### src/rtl/atapi_seq_pkg.sv
package atapi_seq_pkg;
  typedef enum logic [1:0] {S_IDLE, S_PKT, S_BUSY, S_BURST} seqState_t;

  typedef struct packed {
    logic pktClear;
    logic pktWord;
    logic startBurst;
    logic popWord;
  } dpStrobe_t;

  localparam logic [7:0] ST_BSY   = 8'h80;
  localparam logic [7:0] ST_DRDY  = 8'h40;
  localparam logic [7:0] ST_DRQ   = 8'h08;
  localparam logic [7:0] ST_ERR   = 8'h01;
  localparam logic [7:0] ERR_ABRT = 8'h04;

  localparam logic [7:0] CMD_PACKET = 8'hA0;
  localparam logic [7:0] OP_READ10  = 8'h28;

  localparam logic [2:0] A_DATA  = 3'd0;
  localparam logic [2:0] A_FEAT  = 3'd1;
  localparam logic [2:0] A_CNTLO = 3'd4;
  localparam logic [2:0] A_CNTHI = 3'd5;
  localparam logic [2:0] A_CMD   = 3'd7;
endpackage

### src/rtl/atapi_seq_ctrl.sv
module atapi_seq_ctrl
  import atapi_seq_pkg::*;
(
  input  logic       clk,
  input  logic       rstN,
  input  logic       cmdWr,
  input  logic [7:0] cmdCode,
  input  logic       dmaSel,
  input  logic       dataWr,
  input  logic       dataRd,
  input  logic       statusRd,
  input  logic       pktLast,
  input  logic       opOk,
  input  logic       remZero,
  input  logic       burstLastWord,
  output dpStrobe_t  strobe,
  output logic [7:0] status,
  output logic       errFlag,
  output logic       intrq
);
  seqState_t state, nextState;
  logic errQ, nextErr, setIntr, intrQ;

  always_comb begin
    strobe    = '0;
    nextState = state;
    nextErr   = errQ;
    setIntr   = 1'b0;
    unique case (state)
      S_IDLE: if (cmdWr) begin
        if (cmdCode == CMD_PACKET && !dmaSel) begin
          nextState       = S_PKT;
          nextErr         = 1'b0;
          strobe.pktClear = 1'b1;
        end else begin
          nextErr = 1'b1;
          setIntr = 1'b1;
        end
      end
      S_PKT: if (dataWr) begin
        strobe.pktWord = 1'b1;
        if (pktLast) begin
          if (opOk) nextState = S_BUSY;
          else begin
            nextState = S_IDLE;
            nextErr   = 1'b1;
            setIntr   = 1'b1;
          end
        end
      end
      S_BUSY: begin
        setIntr = 1'b1;
        if (remZero) nextState = S_IDLE;
        else begin
          nextState         = S_BURST;
          strobe.startBurst = 1'b1;
        end
      end
      S_BURST: if (dataRd) begin
        strobe.popWord = 1'b1;
        if (burstLastWord) nextState = S_BUSY;
      end
      default: nextState = S_IDLE;
    endcase
  end

  always_ff @(posedge clk or negedge rstN) begin
    if (!rstN) begin
      state <= S_IDLE;
      errQ  <= 1'b0;
      intrQ <= 1'b0;
    end else begin
      state <= nextState;
      errQ  <= nextErr;
      if (setIntr) intrQ <= 1'b1;
      else if (statusRd) intrQ <= 1'b0;
    end
  end

  always_comb begin
    unique case (state)
      S_PKT, S_BURST: status = ST_DRQ | ST_DRDY;
      S_BUSY:         status = ST_BSY | ST_DRDY;
      default:        status = errQ ? (ST_DRDY | ST_ERR) : ST_DRDY;
    endcase
  end

  assign errFlag = errQ;
  assign intrq   = intrQ;

  a_r2_pkt_entry: assert property (@(posedge clk) disable iff (!rstN)
    (state == S_IDLE && cmdWr && cmdCode == CMD_PACKET && !dmaSel) |=> (status == 8'h48));

  a_r6_burst_intr: assert property (@(posedge clk) disable iff (!rstN)
    (state == S_BUSY && !remZero) |=> (intrq && state == S_BURST));

  a_r7_intr_clear: assert property (@(posedge clk) disable iff (!rstN)
    (statusRd && state == S_BURST) |=> !intrq);

  a_r10_abort_status: assert property (@(posedge clk) disable iff (!rstN)
    (state == S_IDLE && cmdWr && cmdCode != CMD_PACKET) |=> (status == 8'h41 && intrq));
endmodule

### src/rtl/atapi_seq_dp.sv
module atapi_seq_dp
  import atapi_seq_pkg::*;
#(
  parameter int BLK_LOG2  = 11,
  parameter int PKT_WORDS = 6
) (
  input  logic        clk,
  input  logic        rstN,
  input  dpStrobe_t   strobe,
  input  logic [2:0]  regAddr,
  input  logic        regWrEn,
  input  logic [15:0] regWrData,
  input  logic [7:0]  status,
  input  logic        errFlag,
  output logic [15:0] regRdData,
  output logic        dmaSel,
  output logic        pktLast,
  output logic        opOk,
  output logic        remZero,
  output logic        burstLastWord
);
  localparam int CNT_W    = 16;
  localparam int REM_W    = CNT_W + BLK_LOG2;
  localparam int WPB_LOG2 = BLK_LOG2 - 1;
  localparam int LBA_KEEP = 16 - WPB_LOG2;
  localparam int IDX_W    = $clog2(PKT_WORDS);

  logic             featQ;
  logic [15:0]      cntQ;
  logic [IDX_W-1:0] pktIdx;
  logic [7:0]       opcodeQ;
  logic [LBA_KEEP-1:0] lbaKeep;
  logic [CNT_W-1:0] blkCnt;
  logic [REM_W-1:0] remBytes;
  logic [14:0]      burstWords;
  logic [15:0]      wordPtr;
  logic [15:0]      limEff, burstLen;

  always_comb begin
    limEff   = {cntQ[15:1], 1'b0};
    if (limEff == 16'd0) limEff = 16'hFFFE;
    burstLen = (remBytes <= REM_W'(limEff)) ? remBytes[15:0] : limEff;
  end

  always_ff @(posedge clk or negedge rstN) begin
    if (!rstN) begin
      featQ      <= 1'b0;
      cntQ       <= '0;
      pktIdx     <= '0;
      opcodeQ    <= '0;
      lbaKeep    <= '0;
      blkCnt     <= '0;
      remBytes   <= '0;
      burstWords <= '0;
      wordPtr    <= '0;
    end else begin
      if (regWrEn && regAddr == A_FEAT) featQ <= regWrData[0];
      if (strobe.startBurst) begin
        cntQ       <= burstLen;
        burstWords <= burstLen[15:1];
      end else if (regWrEn && regAddr == A_CNTLO) cntQ[7:0]  <= regWrData[7:0];
      else if (regWrEn && regAddr == A_CNTHI)     cntQ[15:8] <= regWrData[7:0];

      if (strobe.pktClear) pktIdx <= '0;
      else if (strobe.pktWord) begin
        pktIdx <= pktIdx + 1'b1;
        case (pktIdx)
          IDX_W'(0): opcodeQ      <= regWrData[7:0];
          IDX_W'(2): lbaKeep      <= regWrData[8 +: LBA_KEEP];
          IDX_W'(3): blkCnt[15:8] <= regWrData[15:8];
          IDX_W'(4): blkCnt[7:0]  <= regWrData[7:0];
          IDX_W'(PKT_WORDS-1): begin
            remBytes <= {blkCnt, {BLK_LOG2{1'b0}}};
            wordPtr  <= {lbaKeep, {WPB_LOG2{1'b0}}};
          end
          default: ;
        endcase
      end

      if (strobe.popWord) begin
        wordPtr    <= wordPtr + 16'd1;
        remBytes   <= remBytes - REM_W'(2);
        burstWords <= burstWords - 15'd1;
      end
    end
  end

  assign dmaSel        = featQ;
  assign pktLast       = (pktIdx == IDX_W'(PKT_WORDS-1));
  assign opOk          = (opcodeQ == OP_READ10);
  assign remZero       = (remBytes == '0);
  assign burstLastWord = (burstWords == 15'd1);

  always_comb begin
    unique case (regAddr)
      A_DATA:  regRdData = (burstWords != '0) ? wordPtr : 16'h0000;
      A_FEAT:  regRdData = {8'h00, errFlag ? ERR_ABRT : 8'h00};
      A_CNTLO: regRdData = {8'h00, cntQ[7:0]};
      A_CNTHI: regRdData = {8'h00, cntQ[15:8]};
      A_CMD:   regRdData = {8'h00, status};
      default: regRdData = 16'h0000;
    endcase
  end

  a_r4_even_burst: assert property (@(posedge clk) disable iff (!rstN)
    strobe.startBurst |=> !cntQ[0]);

  a_r4_within_limit: assert property (@(posedge clk) disable iff (!rstN)
    (strobe.startBurst && cntQ >= 16'd2) |=> (cntQ <= $past(cntQ)));

  a_r3_block_aligned: assert property (@(posedge clk) disable iff (!rstN)
    (strobe.pktWord && pktLast) |=> (remBytes[BLK_LOG2-1:0] == '0));

  a_r8_no_underflow: assert property (@(posedge clk) disable iff (!rstN)
    strobe.popWord |-> (remBytes >= REM_W'(2) && burstWords != '0));
endmodule

### src/rtl/atapi_pio_seq.sv
module atapi_pio_seq
  import atapi_seq_pkg::*;
#(
  parameter int BLK_LOG2  = 11,
  parameter int PKT_WORDS = 6
) (
  input  logic        clk,
  input  logic        rstN,
  input  logic [2:0]  regAddr,
  input  logic        regWrEn,
  input  logic [15:0] regWrData,
  input  logic        regRdEn,
  output logic [15:0] regRdData,
  output logic        intrq
);
  dpStrobe_t  strobe;
  logic [7:0] status;
  logic       errFlag, dmaSel, pktLast, opOk, remZero, burstLastWord;

  atapi_seq_ctrl u_ctrl (
    .clk(clk), .rstN(rstN),
    .cmdWr(regWrEn && regAddr == A_CMD),
    .cmdCode(regWrData[7:0]),
    .dmaSel(dmaSel),
    .dataWr(regWrEn && regAddr == A_DATA),
    .dataRd(regRdEn && regAddr == A_DATA),
    .statusRd(regRdEn && regAddr == A_CMD),
    .pktLast(pktLast), .opOk(opOk), .remZero(remZero),
    .burstLastWord(burstLastWord),
    .strobe(strobe), .status(status), .errFlag(errFlag), .intrq(intrq)
  );

  atapi_seq_dp #(.BLK_LOG2(BLK_LOG2), .PKT_WORDS(PKT_WORDS)) u_dp (
    .clk(clk), .rstN(rstN), .strobe(strobe),
    .regAddr(regAddr), .regWrEn(regWrEn), .regWrData(regWrData),
    .status(status), .errFlag(errFlag), .regRdData(regRdData),
    .dmaSel(dmaSel), .pktLast(pktLast), .opOk(opOk),
    .remZero(remZero), .burstLastWord(burstLastWord)
  );
endmodule

### config.mk
export PLATFORM = sky130hd
export DESIGN_NAME = atapi_pio_seq
export DESIGN_NICKNAME = d
export VERILOG_FILES = /design/src/rtl/atapi_seq_pkg.sv /design/src/rtl/atapi_seq_ctrl.sv /design/src/rtl/atapi_seq_dp.sv /design/src/rtl/atapi_pio_seq.sv
export SDC_FILE = /design/constraint.sdc
export NUM_CORES = 1
export LEC_CHECK = 0
export BUFFER_PORTS_ARGS = -buffer_cell sky130_fd_sc_hd__buf_2
export CAP_MARGIN = 20
export CORE_MARGIN = 2
export CORE_UTILIZATION = 30
export CTS_CLUSTER_DIAMETER = 30
export DETAILED_ROUTE_END_ITERATION = 8
export PLACE_DENSITY = 0.42
export SLEW_MARGIN = 0
export SYNTH_ARGS = -nofsm -noshare
export SYNTH_HDL_FRONTEND = slang
export SYNTH_SLANG_ARGS = --single-unit
### constraint.sdc
create_clock -name clk -period 10.9 [get_ports clk]
set_clock_uncertainty 0.05 [all_clocks]
set_input_delay 0 -clock clk [delete_from_list [all_inputs] [get_ports clk]]
set_output_delay 0 -clock clk [all_outputs]
set_load 0.02 [all_outputs]
[After elaboration in Yosys (flattened, before gate mapping)]
Cells that the tools add are included.
Cells by class
  add/subtract/negate cells: 4
  order comparisons: 1
  eq/ne operators: 23
  mux-type cells: 54
  bitwise gates (word level): 1
  reduce and logical (&&, ||, !) cells: 32
Operators by type and width (count)
  2-to-1 mux 16 bit: 8
  2-to-1 mux 27 bit: 4
  one-hot mux 16 bit (5 select lines): 1
  2-to-1 mux 15 bit: 2
  <= comparator 27 x 16 -> 1 bit: 1
  logical NOT 27 bit: 1
  subtractor 27 x 2 -> 27 bit, second input constant: 1
  2-to-1 mux 8 bit: 3
  2-to-1 mux 1 bit: 21
  adder 16 x 1 -> 16 bit, second input constant: 1
  2-to-1 mux 2 bit: 8
  one-hot mux 8 bit (2 select lines): 1
  nonzero test 2 bit: 8
  == test 15 x 1 -> 1 bit, second input constant: 1
  == test 3 bit, second input constant: 5
  logical NOT 15 bit: 1
  AND reduction 3 bit: 5
  nonzero test 15 bit: 1
  subtractor 15 x 1 -> 15 bit, second input constant: 1
  != test 2 bit, second input constant: 5
  2-to-1 mux 3 bit: 3
  == test 8 x 6 -> 1 bit, second input constant: 1
  == test 8 bit, second input constant: 1
  logical AND 1 bit: 8
  other kinds (17): 23
Word-level totals
  register bits after elaboration: 112
  input port bits: 23
  output and inout bits: 17
  logic and storage cells: 129

[Depth between registers and ports, before layout]
Gate-level depths: netlist (run 1).
  word-level depth: 7
  depth in mapped cells: 15
  gate-level depth less buffers: 11

[By module]
From an unflattened synthesis (run 1), not the netlist that was laid out.
Second synthesis, totals
  cells, all modules: 727
  area, all modules: 6766.5 um^2
Modules (own cells, without submodules)
  atapi_seq_dp: times used 1, cells an instance 685, area an instance 6387.4 um^2, seq. area each 2677.6 um^2
  atapi_seq_ctrl: times used 1, cells an instance 38, area an instance 341.6 um^2, seq. area each 100.1 um^2
  atapi_pio_seq: times used 1, cells an instance 4, area an instance 37.5 um^2, seq. area each 0.0 um^2

[Worst setup path after synthesis (run 1)]
OpenSTA, ideal clock, no wires.
  kind: register to register
  from: reg u_dp.cntQ[13]
  to: reg u_dp.burstWords[4]
  setup time: 0.094 ns
  arrival: 3.358 ns
  required time: 10.756 ns
  setup slack: 7.398 ns
  stages on the path, launching flop included: 16
  buffers on the path: 4
  period minus slack after synthesis: 3.502 ns
  path through: dfrtp_1 nor4_1 and4_1 clkbuf_1 clkbuf_1 nor2_1 ha_1 nand4_1 nor2_1 a211o_1 o2111ai_1 and2_1 clkbuf_1 buf_2 mux2_2 a211oi_1
On the way
  cells in the longest elaborated chain, start to end: 6
RTL lines
  start, declared: RTL line atapi_seq_dp.sv:29  | logic [15:0] cntQ;
  start signal, assigned: RTL line atapi_seq_dp.sv:59  | cntQ <= burstLen;
  start signal, assigned: RTL line atapi_seq_dp.sv:62  | else if (regWrEn && regAddr == A_CNTHI) cntQ[15:8] <= regWrData[7:0];
  logical NOT 15 bit: RTL line atapi_seq_dp.sv:41  | if (limEff == 16'd0) limEff = 16'hFFFE;
  2-to-1 mux 16 bit *: RTL line atapi_seq_dp.sv:41
  <= comparator 27 x 16 -> 1 bit: RTL line atapi_seq_dp.sv:42  | burstLen = (remBytes <= REM_W'(limEff)) ? remBytes[15:0] : limEff;
  2-to-1 mux 16 bit *: RTL line atapi_seq_dp.sv:42
  2-to-1 mux 15 bit *: RTL line atapi_seq_dp.sv:58  | if (strobe.startBurst) begin
  2-to-1 mux 15 bit *: RTL line atapi_seq_dp.sv:80  | if (strobe.popWord) begin
  end signal, assigned: RTL line atapi_seq_dp.sv:60  | burstWords <= burstLen[15:1];
  end signal, assigned: RTL line atapi_seq_dp.sv:83  | burstWords <= burstWords - 15'd1;
  end, declared: RTL line atapi_seq_dp.sv:35  | logic [14:0] burstWords;
Mark *: on every way between the ends. The rest lies on a longest branch, timed or not. The select of a mux whose other input is x is not followed.
A chain may end at the register's enable or synchronous reset.

[Worst setup path in the final report (run 1)]
  from: reg u_dp.cntQ[13]
  to: reg u_dp.burstWords[8]
The elaborated chain is that of the path after synthesis.

==> results of run 1 <==
==> cells in the final DEF, fill, tap and decap left out, drive strengths merged, types with 9 or more instances in the layout <==
| cell | synthesis | layout |
|---|---|---|
| a21oi | 36 | 36 |
| buf | 7 | 44 |
| dlygate4sd3 | 0 | 18 |
| nor4 | 12 | 12 |
| nand2 | 44 | 44 |
| dfrtp | 111 | 111 |
| nor2 | 88 | 88 |
| or3 | 10 | 10 |
| a211oi | 18 | 18 |
| o21ai | 32 | 32 |
| nor3 | 32 | 32 |
| mux2i | 13 | 13 |
| ha | 25 | 25 |
| mux2 | 52 | 52 |
| nand3 | 21 | 21 |
| nand4 | 12 | 12 |
| clkbuf | 22 | 9 |
| and2 | 9 | 9 |
| xnor2 | 9 | 9 |
| inv | 24 | 27 |
==> stage by stage <==
step | cell area [µm²] | util | hold slack [ps] | worst slack (ps) | cells
global route | 7380 | 0.352 | 33.5 | 6440 | 992
CTS | 7380 | 0.352 | 4.53 | 6730 | 992
finish | 7380 | 0.352 | 37.7 | 6810 | 992
detailed placement | 6870 | 0.328 | 75.7 | 6730 | 959
global placement | 6870 | 0.328 | 66.7 | 6860 | 959
floorplan | 6400 | - | -346 | 7400 | 669
==> worst min path at each step <==
stage	to	cells past startpoint
3_3_place_gp	u_dp.burstWords[9]$_DFFE_PN0P_	1
3_5_place_dp	u_dp.burstWords[9]$_DFFE_PN0P_	1
2_1_floorplan	u_ctrl.errFlag$_DFFE_PN0P_	0
6_report	u_dp.blkCnt[6]$_DFFE_PN0P_	2
5_1_grt	u_dp.opcodeQ[6]$_DFFE_PN0P_	2
4_1_cts	u_dp.blkCnt[6]$_DFFE_PN0P_	2
==> routing by layer <==
| metal | vias up | track usage |
|---|---|---|
| li1 | 2530 | - |
| met1 | 2671 | 0.265 |
| met2 | 108 | 0.280 |
| met3 | 15 | 0.0230 |
| met4 | 0 | 0.0561 |
| met5 | - | 0 |
==> state kept, by name, indices dropped and copies added (netlist names), 3 cells and up <==
name / cells
u_dp.cntQ: 16
u_dp.wordPtr: 16
u_dp.blkCnt: 16
u_dp.opcodeQ: 8
u_dp.remBytes: 26
u_dp.lbaKeep: 6
u_dp.burstWords: 15
u_dp.pktIdx: 3
==> worst max-delay path: stages (launching register included) <==
cell and delay, ps:
dfrtp_1 440, nor4_1 300, and4_1 660, nor2_1 130
ha_1 320, a211oi_1 200, nor2_1 80, a211o_1 260
o2111ai_1 180, and2_1 650, mux2_2 430, a221oi_1 270
==> cells by family after synthesis <==
logic type      count (synthesis)  share of synthesized area
compound gates                135                      0.139
fa+ha+maj                      25                     0.0488
buf+inv                        53                     0.0334
mux                            65                      0.112
simple gates                  263                      0.210
flops                         111                      0.434
xor+xnor                       17                     0.0233
==> power groups by stage <==
| stage | clock, mW | sequential (mW) | combinational (mW) |
|---|---|---|---|
| floorplan | 0 | 0.498 | 0.152 |
| finish | 0.376 | 0.512 | 0.218 |
| global placement | 0 | 0.518 | 0.213 |
| detailed placement | 0 | 0.519 | 0.214 |
| CTS | 0.387 | 0.511 | 0.220 |
| global route | 0.405 | 0.521 | 0.248 |
==> area by class of cell <==
| cell class | count | area, µm² |
|---|---|---|
| Inverter | 24 | 90.1 |
| Clock inverter | 6 | 100 |
| Tap cell | 275 | 344 |
| Fill cell | 2204 | 13600 |
| Timing Repair Buffer | 62 | 415 |
| Multi-Input combinational cell | 505 | 3420 |
| Sequential cell | 111 | 2780 |
| Clock buffer | 9 | 225 |
==> cell usage after synthesis (12+ instances only) <==
| cell | count |
|---|---|
| dfrtp_1 | 111 |
| nor2_1 | 88 |
| mux2_2 | 52 |
| nand2_1 | 44 |
| a21oi_1 | 35 |
| o21ai_0 | 31 |
| nor3_1 | 30 |
| ha_1 | 25 |
| inv_1 | 24 |
| clkbuf_1 | 22 |
| nand3_1 | 21 |
| a211oi_1 | 18 |
| mux2i_1 | 13 |
| nand4_1 | 12 |
==> impl_results.md, run 1 <==
- Run status: finished, final reports clean
- Clock Pin Slew Worst Setup and Hold Paths: 80 ps
- Yosys top cell area share: 0.434
- Register area share after synthesis: 0.434
- Crit end category: flip-flop
- Die Y: 150 µm
- Crit path launch: u_dp.cntQ[13]$_DFFE_PN0P_
- RePlAce Congestion: 0.845
- Ranking of synthesized cells by area: dfrtp_1 43%, mux2_2 9.1%, nor2_1 5.2%
- Worst-Margin Slew: 996 ps
- Clock sink total: 111
- Yosys warns: 0
- Routed wl met2: 8860 µm
- Power, Total: 1.11 mW
- Worst-Skew Late Latency: 360 ps
- Psw: 354 µW
- CTS resizes: 0
- R2R Path Start: u_dp.cntQ[13]$_DFFE_PN0P_
- Largest net degree at the start of global routing: 59
- DP HPWL: 14,200 µm
- Switching portion of total power: 0.320
- Worst Hold Class: in -> reg
- PortBufs: 39
- Peak Freq: 0.245 GHz
- RR Endpoint: u_dp.burstWords[8]$_DFFE_PN0P_
- Required time of the critical path: 11,110 ps
- Ant diodes: 0
- Peak VDD IR: 0.0855 mV
- Crit share post-route: 0.375
- Reg2Reg Depth: 11
- Iteration-0 DRC Markers: 294
- First-pass GRT wire length: 30,900 µm
- Netlist cell types: 59
- GRT Util Overall: 0.182
- Crit path time final: 4090 ps
- R2R Setup Slk: 6810 ps
- P per Cell Area: 150 nW/µm²
- Leakage power total: 3.29 nW
- Asr flop ratio synth: 1.00
- Overflow after GRT: 0
- IO Pins: 40
- Synth Net Count: 717
- Vias in the first global route: 5,186
- Crit path DAT: 4300 ps
- Rows: 53
- Fin nets: 761
- DRT Pass-1 Iters: 5
- Synthesized area: 6400 µm²
- Cells after synthesis: 669
- Post-synth top area cell: dfrtp_1
- Initial antenna violation count: 0
- Share of cells above drive strength 1: 0.180
- Hold Crit Start: regWrData[6]
- Worst setup SP type: flip-flop
- RSZ-0062 raised after global routing: no
- CTS tree: yes
- Core area: 21,000 µm²
- Longest Clk Path Bufs: 2
- Final hold vios: 0
- Proportion of power drawn by combinational gates: 0.197
- Cell internal pwr: 752 µW
- Critical Path Fanout Max: 18
- Sequential Power Share: 0.463
- Area Overhead vs Synth: 15.2%
- DR top layer: met4
- CTS Hold Bufs: 18
- Initial core utilization: 0.306
- Clk pwr share: 0.340
- Die ar.: 22,500 µm²
- Setup Viol. Count Final: 0
- Final Max Tran Viols: 0
- Setup_tns: 0 ps
- Die X: 150 µm
- Post-synth top flop: dfrtp_1
- Critical path class: reg -> reg
- Vias per cell: 5.37
- Via Count: 5,324
- DR WL/cell: 19.6 µm
- Max transition margin: 0.336
- DRT met1 WL: 9620 µm
- Clock Tree Root: clkbuf_16
- Metal3 WL: 707 µm
- Critical path endpoint: u_dp.burstWords[8]$_DFFE_PN0P_
- Htree depth: 3
- Flops & latches, synth: 111
- Antenna viol nets, final: 0
- Number of post-CTS setup repair buffers: 0
- Final WL: 19,500 µm
- Avg Cell Area, Syn: 9.57 µm²
- Post-synth EDFFs: 0
- DRC: 0
- CTS buffer count: 9
- Max_cap viols: 0
(Power assumes the default switching activity.)
==> inputs of run 2 (changes only) <==
--- a/config.mk
+++ b/config.mk
@@ -11,7 +11,7 @@
 export CORE_UTILIZATION = 30
 export CTS_CLUSTER_DIAMETER = 30
 export DETAILED_ROUTE_END_ITERATION = 8
-export PLACE_DENSITY = 0.42
+export PLACE_DENSITY = 0.44
 export SLEW_MARGIN = 0
 export SYNTH_ARGS = -nofsm -noshare
 export SYNTH_HDL_FRONTEND = slang
==> constraint.sdc (replaced) <==
create_clock -name clk -period 3.7 [get_ports clk]
set_clock_uncertainty 0.05 [all_clocks]
set_input_delay 0 -clock clk [delete_from_list [all_inputs] [get_ports clk]]
set_output_delay 0 -clock clk [all_outputs]
set_load 0.02 [all_outputs]
==> run 2 against run 1 <==
Compared with the run above: register-to-register slack got worse by 6500 ps; first-iteration DRC count decreased by 9.9%; sequential share of layout area shrank 0.55 points; power grew to 2.9 times the previous value; hold slack better by 37 ps; sequential power grew to 2.9 times the previous value; clock power grew to 2.8 times the previous value; non-clock buffer count up 15; global-route usage barely moved; maximum frequency is 21% higher; largest power group unchanged.
==> impl_results.md, run 2 (synthesized netlist as in run 1, its figures left out) <==
- Max_cap viols: 0 (unchanged)
- Worst-Margin Slew: 924 ps (-71.3 ps)
- DRT Pass-1 Iters: 5 (unchanged)
- DP HPWL: 14,500 µm (+1.9%)
- DR top layer: met4
- Final worst setup slack: 319 ps (-6490 ps)
- Initial core utilization: 0.306 (unchanged)
- Max reg flops: 26 (unchanged)
- Routed wl met2: 8720 µm (-1.5%)
- Htree depth: 3 (unchanged)
- Number of post-CTS setup repair buffers: 0 (unchanged)
- Ant diodes: 0 (unchanged)
- Hold Crit Start: regWrEn
- RSZ-0062 raised after global routing: no
- Setup_tns: 0 ps (unchanged)
- Final WL: 19,500 µm (+0.16%)
- Clk pwr share: 0.325 (-0.015)
- Antenna viol nets, final: 0 (unchanged)
- Worst setup SP type: flip-flop
- Cell internal pwr: 2.20 mW (+190%)
- Crit share post-route: 0.914 (+0.539)
- Run status: finished, final reports clean
- DRC: 0 (unchanged)
- Share of cells above drive strength 1: 0.198 (+0.0179)
- Max transition margin: 0.375 (+0.0388)
- Initial antenna violation count: 1 (+1)
- PortBufs: 39 (unchanged)
- Critical path class: reg -> reg
- Hold worst-path end: u_ctrl.state[1]$_DFFE_PN0P_
- Clock Tree Root: clkbuf_16
- IO Pins: 40 (unchanged)
- Worst-Skew Late Latency: 350 ps (about the same)
- Die X: 150 µm (unchanged)
- Required time of the critical path: 3910 ps (-7200 ps)
- Die ar.: 22,500 µm² (unchanged)
- Clock sink total: 111 (unchanged)
- CTS tree: yes
- Most frequent cells in the layout: 111 x dfrtp_1, 87 x nor2_1, 52 x mux2_2
- Switching portion of total power: 0.319 (-0.000654)
- Peak VDD IR: 0.236 mV (+180%)
- Largest Register: u_dp.remBytes
- Non-Filler Instances: 1,008 (+1.6%)
- Rows: 53 (unchanged)
- RePlAce Congestion: 0.888 (+5.1%)
- CTS buffer count: 9 (unchanged)
- Largest net degree at the start of global routing: 60 (+1.7%)
- Metal3 WL: 826 µm (+17%)
- Worst Hold Depth: 5 (+3)
- Clock Pin Slew Worst Setup and Hold Paths: 80 ps (about the same)
- R2R Setup Slk: 320 ps (-6490 ps)
- Area Overhead vs Synth: 16.9%
- P per Cell Area: 432 nW/µm² (+190%)
- Final Max Tran Viols: 0 (unchanged)
- Critical Path Fanout Max: 11 (-7)
- Die Y: 150 µm (unchanged)
- GRT Util Overall: 0.182 (about the same)
- Crit end category: flip-flop
- RR Endpoint: u_dp.burstWords[9]$_DFFE_PN0P_
- DRT met1 WL: 9750 µm (+1.3%)
- Commonest non-fill, non-tap cell in the layout: dfrtp_1
- Dpl cells: 973 (+1.5%)
- Setup Viol. Count Final: 0 (unchanged)
- Sequential Power Share: 0.464 (about the same)
- Peak Freq: 0.296 GHz (+21%)
- R2R Path Start: u_dp.cntQ[4]$_DFFE_PN0P_
- Post-Place Setup Slack: 250 ps (-6480 ps)
- DR WL/cell: 19.4 µm (-1.4%)
- Fin nets: 776 (+2.0%)
- Iteration-0 DRC Markers: 265 (-9.9%)
- Via Count: 5,359 (+0.66%)
- Final hold vios: 0 (unchanged)
- Core area: 21,000 µm² (unchanged)
- First-pass GRT wire length: 31,500 µm (+2.1%)
- Reg2Reg Depth: 13 (+2)
- Vias per cell: 5.32 (-0.94%)
- Worst Hold Class: in -> reg
- Vias in the first global route: 5,463 (+5.3%)
- Psw: 1.03 mW (+190%)
- Leakage power total: 3.35 nW (+2.0%)
- Longest Clk Path Bufs: 2 (unchanged)
- Proportion of power drawn by combinational gates: 0.211 (+0.014)
- Crit path time final: 3380 ps (-706 ps)
- Crit path DAT: 3590 ps (-710 ps)
- Overflow after GRT: 0 (unchanged)
[run 2: cell types whose count changed in the layout (fill, tap and decap cells not counted), sizes merged]
cell	change
bufinv	-1
clkbuf	+2
dlygate4sd3	+1
inv	-2
clkinvlp	+2
buf	+14
[run 2: worst max path at each step]
stage | start | end | slack, ps | cells past startpoint
5_1_grt | u_dp.cntQ[11]$_DFFE_PN0P_ | u_dp.burstWords[9]$_DFFE_PN0P_ | 20 | 13
4_1_cts | u_dp.cntQ[7]$_DFFE_PN0P_ | u_dp.burstWords[9]$_DFFE_PN0P_ | 210 | 13
3_3_place_gp | u_dp.cntQ[11]$_DFFE_PN0P_ | u_dp.burstWords[13]$_DFFE_PN0P_ | 290 | 12
3_5_place_dp | u_dp.cntQ[7]$_DFFE_PN0P_ | u_dp.burstWords[9]$_DFFE_PN0P_ | 250 | 13
6_report | u_dp.cntQ[4]$_DFFE_PN0P_ | u_dp.burstWords[9]$_DFFE_PN0P_ | 320 | 13
2_1_floorplan | u_dp.cntQ[13]$_DFFE_PN0P_ | u_dp.burstWords[4]$_DFFE_PN0P_ | 200 | 15
[run 2: worst max-delay path, stage by stage (launching register included)]
cell	delay, ps
dfrtp_1	420
nor4_1	280
and4_2	400
buf_4	170
nor2_1	50
ha_1	290
nand4_1	120
nor2_1	80
a211o_1	250
o2111ai_1	170
and2_1	250
buf_4	200
mux2_2	370
a211oi_1	190
[run 2: power by group through the flow]
stage	combinational, mW	sequential (mW)	clock (mW)
after floorplan	0.448	1.47	0
after global placement	0.651	1.52	0
after detailed placement	0.668	1.52	0
after CTS	0.689	1.50	1.08
after global routing	0.782	1.52	1.13
final	0.683	1.50	1.05
[run 2: final cells by class]
| cell class | count | area, µm² |
|---|---|---|
| Sequential cell | 111 | 2780 |
| Clock inverter | 5 | 65.1 |
| Timing Repair Buffer | 77 | 531 |
| Tap cell | 275 | 344 |
| Inverter | 24 | 90.1 |
| Fill cell | 2186 | 13500 |
| Clock buffer | 11 | 253 |
| Multi-Input combinational cell | 505 | 3420 |
[run 2: repair_timing]
action / CTS / global route
gates resized for setup: 0 / 1
hold buffers: 19 / 0
setup endpoints to repair: 0 / 22
hold endpoints to repair: 93 / 0
[run 2: per-stage QoR]
step                utilization  power (mW)  hold WS (ps)  instance area [µm²]
finish                    0.357        3.23          75.1                 7480
global route              0.357        3.43           131                 7480
CTS                       0.357        3.27          56.6                 7480
detailed placement        0.333        2.19          98.0                 6980
global placement          0.333        2.17           102                 6980
floorplan                     -        1.92          -346                 6400
[run 2: per-layer routing]
metal,up-vias,global-route usage
met5,-,0
met4,0,0.0392
met3,14,0.0361
met2,115,0.283
met1,2672,0.262
li1,2558,-
